### src/rtl/fpal_pkg.sv
package fpal_pkg;

    parameter int EXP_W  = 8;
    parameter int FRAC_W = 24;
    parameter int WORD_W = EXP_W + FRAC_W;
    parameter int BIAS   = 127;
    parameter int LANES  = 2;

    typedef logic [EXP_W-1:0]  exp_t;
    typedef logic [FRAC_W-1:0] frac_t;
    typedef logic [WORD_W-1:0] word_t;

    typedef struct packed {
        exp_t  e;
        frac_t f;
    } opnd_t;

    typedef enum logic [1:0] {
        ST_LOAD  = 2'd0,
        ST_SHIFT = 2'd1,
        ST_DONE  = 2'd2
    } st_e;

    typedef struct packed {
        logic a_small;
        exp_t gap;
    } cmp_t;

    function automatic exp_t add_bias(exp_t raw);
        return exp_t'(raw + exp_t'(BIAS));
    endfunction

    function automatic opnd_t split_word(word_t w);
        opnd_t o;
        o.e = add_bias(w[WORD_W-1:FRAC_W]);
        o.f = w[FRAC_W-1:0];
        return o;
    endfunction

    function automatic cmp_t compare_exp(exp_t ea, exp_t eb);
        cmp_t c;
        c.a_small = (ea < eb);
        c.gap     = c.a_small ? exp_t'(eb - ea) : exp_t'(ea - eb);
        return c;
    endfunction

endpackage

### src/rtl/fpal_lane.sv
module fpal_lane
    import fpal_pkg::*;
(
    input  logic  clk,
    input  logic  rst,
    input  logic  load,
    input  opnd_t load_val,
    input  logic  shift,
    output opnd_t val
);

    always_ff @(posedge clk) begin
        if (rst) begin
            val <= '0;
        end else if (load) begin
            val <= load_val;
        end else if (shift) begin
            val.f <= val.f >> 1;
            val.e <= val.e + 1'b1;
        end else begin
            val <= val;
        end
    end

endmodule

### src/rtl/fpal_ctrl.sv
module fpal_ctrl
    import fpal_pkg::*;
(
    input  logic clk,
    input  logic rst,
    input  logic start,
    input  exp_t gap,
    output logic load,
    output logic step,
    output logic busy,
    output logic done
);

    st_e  state_q;
    exp_t cnt_q;

    assign load = (state_q == ST_LOAD) && start;
    assign step = (state_q == ST_SHIFT);
    assign busy = (state_q != ST_LOAD);
    assign done = (state_q == ST_DONE);

    always_ff @(posedge clk) begin
        if (rst) begin
            state_q <= ST_LOAD;
            cnt_q   <= '0;
        end else begin
            case (state_q)
                ST_LOAD: begin
                    if (start) begin
                        cnt_q   <= gap;
                        state_q <= (gap == '0) ? ST_DONE : ST_SHIFT;
                    end else begin
                        cnt_q   <= '0;
                        state_q <= ST_LOAD;
                    end
                end
                ST_SHIFT: begin
                    cnt_q   <= cnt_q - 1'b1;
                    state_q <= (cnt_q == exp_t'(1)) ? ST_DONE : ST_SHIFT;
                end
                ST_DONE: begin
                    cnt_q   <= '0;
                    state_q <= ST_LOAD;
                end
                default: begin
                    cnt_q   <= '0;
                    state_q <= ST_LOAD;
                end
            endcase
        end
    end

    // the valid pulse is a single cycle and the unit is idle afterwards
    assert_done_pulse_R6: assert property (@(posedge clk) disable iff (rst)
        done |=> (!done && !busy));

    // the counter steps down by one on every shift cycle
    assert_count_down_R4: assert property (@(posedge clk) disable iff (rst)
        (step && cnt_q != exp_t'(1)) |=> (step && cnt_q == exp_t'($past(cnt_q) - 1'b1)));

    // no shift cycle runs with an empty counter
    assert_shift_nonzero_R4: assert property (@(posedge clk) disable iff (rst)
        step |-> (cnt_q != '0));

    // a start while busy does not restart the machine
    assert_start_ignored_R7: assert property (@(posedge clk) disable iff (rst)
        (step && start && cnt_q != exp_t'(1)) |=> step);

endmodule

### src/rtl/fpal_aligner.sv
module fpal_aligner
    import fpal_pkg::*;
(
    input  logic              clk,
    input  logic              rst,
    input  logic              start,
    input  logic [WORD_W-1:0] opnd_a_i,
    input  logic [WORD_W-1:0] opnd_b_i,
    output logic [FRAC_W-1:0] frac_a_o,
    output logic [FRAC_W-1:0] frac_b_o,
    output logic [EXP_W-1:0]  exp_o,
    output logic              busy_o,
    output logic              done_o
);

    opnd_t ld_val [LANES];
    opnd_t lane_q [LANES];
    logic  lane_sh[LANES];
    cmp_t  cmp;
    logic  load, step, sel_a_q;

    assign ld_val[0] = split_word(opnd_a_i);
    assign ld_val[1] = split_word(opnd_b_i);
    assign cmp       = compare_exp(ld_val[0].e, ld_val[1].e);

    fpal_ctrl u_ctrl (
        .clk   (clk),
        .rst   (rst),
        .start (start),
        .gap   (cmp.gap),
        .load  (load),
        .step  (step),
        .busy  (busy_o),
        .done  (done_o)
    );

    // Direction is latched once at load; exponents move during counting
    always_ff @(posedge clk) begin
        if (rst)       sel_a_q <= 1'b0;
        else if (load) sel_a_q <= cmp.a_small;
        else           sel_a_q <= sel_a_q;
    end

    assign lane_sh[0] = step &&  sel_a_q;
    assign lane_sh[1] = step && !sel_a_q;

    for (genvar i = 0; i < LANES; i++) begin : g_lane
        fpal_lane u_lane (
            .clk      (clk),
            .rst      (rst),
            .load     (load),
            .load_val (ld_val[i]),
            .shift    (lane_sh[i]),
            .val      (lane_q[i])
        );
    end

    assign frac_a_o = lane_q[0].f;
    assign frac_b_o = lane_q[1].f;
    assign exp_o    = sel_a_q ? lane_q[1].e : lane_q[0].e;

    // both exponents agree when results are presented
    assert_exp_match_R1: assert property (@(posedge clk) disable iff (rst)
        done_o |-> (lane_q[0].e == lane_q[1].e));

    // the larger-exponent lane holds still while the other shifts
    assert_large_hold_R3: assert property (@(posedge clk) disable iff (rst)
        step |=> (sel_a_q ? $stable(lane_q[1]) : $stable(lane_q[0])));

    // the smaller-exponent lane moves by exactly one bit per step
    assert_small_shift_R2: assert property (@(posedge clk) disable iff (rst)
        (step && sel_a_q) |=> (lane_q[0].f == ($past(lane_q[0].f) >> 1)));

endmodule

### config.mk
export PLATFORM = sky130hd
export DESIGN_NAME = fpal_aligner
export DESIGN_NICKNAME = d
export VERILOG_FILES = /design/src/rtl/fpal_pkg.sv /design/src/rtl/fpal_lane.sv /design/src/rtl/fpal_ctrl.sv /design/src/rtl/fpal_aligner.sv
export SDC_FILE = /design/constraint.sdc
export NUM_CORES = 1
export LEC_CHECK = 0
export BUFFER_PORTS_ARGS = -buffer_cell sky130_fd_sc_hd__clkbuf_2
export CORE_MARGIN = 2
export CORE_UTILIZATION = 49
export DETAILED_ROUTE_END_ITERATION = 16
export GPL_ROUTABILITY_DRIVEN = 0
export HOLD_SLACK_MARGIN = 0.03
export PLACE_DENSITY = 0.8
export REMOVE_ABC_BUFFERS = 1
export SETUP_SLACK_MARGIN = 0.3
export SYNTH_ARGS = -nofsm -noshare
export SYNTH_HDL_FRONTEND = slang
export SYNTH_SLANG_ARGS = --single-unit
### constraint.sdc
create_clock -name clk -period 4.83 [get_ports clk]
set_clock_uncertainty 0.1 [all_clocks]
set_input_delay 1.2075 -clock clk [delete_from_list [all_inputs] [get_ports clk]]
set_output_delay 1.2075 -clock clk [all_outputs]
set_load 0.005 [all_outputs]
Word level (Yosys, flattened, before mapping)
Index checks and enable logic that the tools add are counted.
W data, S select, Z words.

cells by class
  add/sub/neg operators = 7
  multipliers = 0
  divide/modulo/power cells = 0
  magnitude comparators = 1
  equal/unequal tests = 3
  shift operators = 0
  muxes and demuxes = 12
  bitwise operators = 0
  reductions and logical operators = 9

operators by type and width
  kind                   count
  $mux W32               4
  $mux W8                3
  $add A8 B1 Y8 const B  2
  $add A8 B7 Y8 const B  2
  $pmux W8 S2            1
  $sub A8 B8 Y8          2
  $eq A8 B1 Y1 const B   1
  $logic_not A8 Y1       1
  $lt A8 B8 Y1           1
  $sub A8 B1 Y8 const B  1
  $mux W2                3
  $reduce_bool A2 Y1     3
  $pmux W2 S2            1
  $logic_and A1 B1 Y1    3
  $eq A2 B1 Y1 const B   1
  $eq A2 B2 Y1 const B   1
  $logic_not A2 Y1       1
  $logic_not A1 Y1       1

word-level totals
  bits in registers = 75
  bits in latches = 0
  bits in writable memories = 0
  bits in read-only memories = 0
  memories kept = 0

Logic depth before layout (Yosys ltp)
  depth in word-level cells = 7
  mapped depth = 15
  gate-level depth less buffers = 15

Hierarchy
From an unflattened synthesis, not the netlist that was laid out.

second synthesis, totals
  cell total of the unflattened synthesis = 513
  area total of the unflattened synthesis = 4621.9 sq um

by module, submodules not included
  module                        times used  cells each  area each (sq um)
  fpal_lane (g_lane[0].u_lane)  1           157         1501.4
  fpal_lane (g_lane[1].u_lane)  1           157         1488.9
  fpal_aligner                  1           135         1077.3
  fpal_ctrl                     1           64          554.3

Worst setup path before layout
No wires, ideal clock.

  kind = input-to-reg
  from = input port opnd_b_i[25]
  to = register u_ctrl.state_q[1]
  library setup time = 71 ps
  arrival = 4501 ps
  data required time = 4659 ps
  setup slack = 158 ps
  stages = 13
  path buffers = 1
  cell sequence = or4_1 -> o21ai_1 -> nand2_1 -> ha_1 -> clkbuf_1 -> o211ai_1 -> a31oi_2 -> o221ai_4 -> a311oi_1 -> a211oi_1 -> a311o_1 -> or4b_1 -> a21oi_1

on the way
  word-level cells in the longest chain between the ends = 7
  elaborated cells on any way between the ends = 9
  classes of those cells = 3 x add/sub; 1 x order compare; 4 x mux; 1 x reduce/logical

RTL lines
  what                                                  RTL line                        RTL
  start, declared                                       fpal_aligner.sv:8               input logic [WORD_W-1:0] opnd_b_i,
  $add A8 B7 Y8 (*)                                     fpal_pkg.sv:30                  return exp_t'(raw + exp_t'(BIAS));
  $sub A8 B8 Y8 / $lt A8 B8 Y1 (equally long branches)  fpal_pkg.sv:43, fpal_pkg.sv:42
  $mux W8 (*)                                           fpal_pkg.sv:43                  c.gap = c.a_small ? exp_t'(eb - ea) : exp_t'(ea - eb);
  $logic_not A8 Y1 (*)                                  fpal_ctrl.sv:31                 state_q <= (gap == '0) ? ST_DONE : ST_SHIFT;
  $mux W2 (*)                                           fpal_ctrl.sv:31
  $mux W2 (*)                                           fpal_ctrl.sv:29                 if (start) begin
  $pmux W2 S2 (*)                                       fpal_ctrl.sv:27                 case (state_q)
  end signal, assigned                                  fpal_ctrl.sv:31
  end signal, assigned                                  fpal_ctrl.sv:39                 state_q <= (cnt_q == exp_t'(1)) ? ST_DONE : ST_SHIFT;
  end, declared                                         fpal_ctrl.sv:14                 st_e state_q;

Mark *: on every way between the ends. The rest lies on a longest branch, timed or not.
A chain may end at the register's enable or synchronous reset.

Worst setup path in the final report
  from = input port opnd_a_i[26]
  to = register u_ctrl.state_q[1]

on the way
  word-level cells in the longest chain between the ends = 7
  elaborated cells on any way between the ends = 9
  classes of those cells = 3 x add/sub; 1 x order compare; 4 x mux; 1 x reduce/logical

RTL lines
  what                                                  RTL line                        RTL
  start, declared                                       fpal_aligner.sv:7               input logic [WORD_W-1:0] opnd_a_i,
  $add A8 B7 Y8 (*)                                     fpal_pkg.sv:30
  $sub A8 B8 Y8 / $lt A8 B8 Y1 (equally long branches)  fpal_pkg.sv:43, fpal_pkg.sv:42
  $mux W8 (*)                                           fpal_pkg.sv:43
  $logic_not A8 Y1 (*)                                  fpal_ctrl.sv:31
  $mux W2 (*)                                           fpal_ctrl.sv:31
  $mux W2 (*)                                           fpal_ctrl.sv:29
  $pmux W2 S2 (*)                                       fpal_ctrl.sv:27

Marks and branches as above.

==> results.ini <==
[cells_and_area]
post_layout_instance_count_excluding_filler_cells = 846
most-common-layout-cells = 121 x clkbuf_2, 116 x nand2_1, 82 x nor2_1
utilization_pct = 60.6
postLayoutCellArea_um2 = 5860
final_layout_size_suffix_gt1_share_pct = 31.3
fin_nets = 793
layout_commonest_cell = clkbuf_2
antenna_cells = 0
area_delta_synth_final_pct = 21.4

[global_routing]
grt_pass1_wl_um = 20400
number_of_antenna_violations_at_the_first_check_in_global_routing = 0
grtUsageTotal_pct = 24.0
grt_max_degree = 115
grt_remaining_overflow = 0
first_global_vias = 4375

[drt]
post_drt_via_cell_ratio = 5.59
detailedRoute.firstPassIterationCount = 6
detail_route.wl_per_cell_um = 15.2
route.detailed.drc = 0
drt_wl_total_um = 12800
num_vias = 4726
antenna_violating_nets_left = 0
drt_iter0_drc = 440

[worst_hold_path]
hold_path.class = reg -> reg
worstHoldEndpoint = g_lane[1].u_lane.val[0]
worst_hold_startpoint = g_lane[1].u_lane.val[0]
whs_path_depth = 2

[timing]
fin_worst_hold_slack_ns = 0.385
fmaxAchievable_ghz = 0.216
worst_slew_pin_slew_ns = 1.11
finalHoldViolations = 0
total_count_of_max_transition_violations_in_the_final_report = 0
max_slew_margin_pct = 25.8
period_minus_slack_ns = 4.62
rsz0062_at_grt = yes
final-setup-viol-count = 0
final.period_utilization_pct = 95.8

[setup_path]
r2r_end = u_ctrl.state_q[1]
depth_of_the_worst_register_to_register_path = 4
start_kind = input pin
cp_data_arrival_time_ns = 4.82
critPathMaxFanout = 6
cp.required_ns = 5.03
timing.rr.start = u_ctrl.state_q[0]
endpoint_kind = register
worst-r2r-setup-slack_ns = 2.39
worst-setup-path-type = in -> reg

[clock_network]
clock-root-buffer = clkbuf_8
tritoncts = done
numCtsBuffers = 9
clock-sinks = 75
worstSkewPairLatency_ns = 0.37
h_tree_levels = 3
cts_hold_repair.buffers = 0
clk_path_buf_depth = 2
worst_setup_hold_path_clk_slew_ns = 0.08

[power]
p_leak_nw = 2.48
peakVddDrop_uv = 192
power-per-cell-area_nw_per_um2 = 331

[synth]
synth.yosys.warnings = 0
synth.distinct_cells = 65
synth-seq-area-share_pct = 31.1
share_of_the_synthesized_area_in_the_top_cell_type_pct = 31.1
synth_area_per_cell_um2 = 7.77
synth_edf_count = 0
synth.ff_latch_count = 75
synth_area_leader = dfxtp_1
synth_top_area_cells = dfxtp_1 31%, nand2_1 9.2%, a311oi_1 8.7%
synth.cell_area_um2 = 4830
yosys_most_used_dff = dfxtp_1
syn_inst = 622
postSynth.asyncResetShare_pct = 0

[die]
placeable_core_area_um2 = 9680
core.rowCount = 36
chipWidth_um = 103
vertical_die_dimension_um = 103
initial_utilization_pct = 49.9
floorplan.io_pins = 125
die-area_um2 = 10700

[placement]
placed_cells_incl_taps = 817
placed_cell_area_um2 = 5310
io_buffers = 124
post_detailed_placement_half_perimeter_wirelength_um = 9010

[flow_run]
drv_cap = 0

[status]
outcome = finished, final reports clean

[stage by stage]
step / setup slack, ns / power [mW] / setup TNS [ns]
after detailed placement: -0.150 / 1.33 / -0.150
after global routing: 0.105 / 2.06 / 0
after floorplan: 0.233 / 1.11 / 0
after CTS: 0.320 / 1.90 / 0
after global placement: 0.101 / 1.30 / 0
final: 0.205 / 1.94 / 0
[critical path: stages]
cell and delay [ns]:
buf_6 0.09, or4_4 0.57, nand2_4 0.10, ha_4 0.20, a21boi_2 0.14, buf_4 0.14
o311ai_4 0.39, nand4_4 0.16, o221ai_4 0.38, buf_6 0.15, buf_6 0.08, or2b_1 0.25
a311o_1 0.36, or4b_1 0.47, a21oi_1 0.13
[layout make-up]
cell class,count,area [um2]
inverter,23,86.3
sequential,75,1500
clock buffer,12,145
clock inverter,4,73.8
fill,805,3820
timing repair buffer,161,932
multi-input combinational,438,2960
tap,133,166
[Yosys cell counts, types with 5 or more instances]
master	count
a211oi_1	11
a21oi_1	16
a22oi_1	8
a311oi_1	48
buf_4	48
clkbuf_1	37
dfxtp_1	75
ha_1	16
inv_1	22
mux2_2	7
mux2i_1	5
nand2_1	119
nand3_1	5
nor2_1	82
nor2b_1	6
nor3_1	8
o21ai_0	10
xnor2_1	15
xor2_1	12
[state kept, by name (all words and copies together), names as in the netlist]
name / cells
sel_a_q: 1
u_ctrl.cnt_q: 8
g_lane.u_lane.val: 64
u_ctrl.state_q: 2
[worst max path at each step]
stage | startpoint | end | slack [ns] | depth (start not counted)
2_1_floorplan | opnd_b_i[24] | u_ctrl.state_q[1] | 0.23 | 14
5_1_grt | opnd_a_i[26] | u_ctrl.state_q[1] | 0.11 | 15
3_5_place_dp | opnd_a_i[24] | u_ctrl.state_q[1] | -0.15 | 17
4_1_cts | opnd_b_i[24] | u_ctrl.state_q[1] | 0.32 | 17
3_3_place_gp | opnd_b_i[24] | u_ctrl.state_q[1] | 0.10 | 16
6_report | opnd_a_i[26] | u_ctrl.state_q[1] | 0.21 | 15
[layer usage]
layer  vias to the layer above  share of wire (%)  GRT usage [%]
li1                       2300                  -              -
met2                       208                 49           41.0
met3                        23                7.9           4.57
met4                         0                1.9           10.3
met5                         -                  0              0
met1                      2195                 41           29.4
[power by group]
part / leakage (nW) / switching (mW) / total [mW] / internal (mW)
sequential: 0.621 / 0.0690 / 0.759 / 0.690
combinational: 1.75 / 0.344 / 0.641 / 0.297
clock: 0.111 / 0.237 / 0.543 / 0.306
[cells by family (layout without fill, tap and decap cells)]
logic type / count (synthesis) / count (layout) / share of synthesized area (%)
buffers and inverters: 109 / 200 / 12.2
DFF: 75 / 75 / 31.1
muxes: 12 / 12 / 2.67
xor gates and xnor gates: 27 / 27 / 4.90
adders and majority gates: 18 / 18 / 4.97
AOI/OAI and AO/OA: 124 / 124 / 20.3
and+or+nand+nor: 257 / 257 / 23.9
[timing repair]
item                       4_1_cts  5_1_grt
cloned                           0        0
pin swaps                       14       10
buffers inserted                 8        5
setup endpoints to repair        1        2
resized for setup               18       24
(Power assumes the default switching activity.)
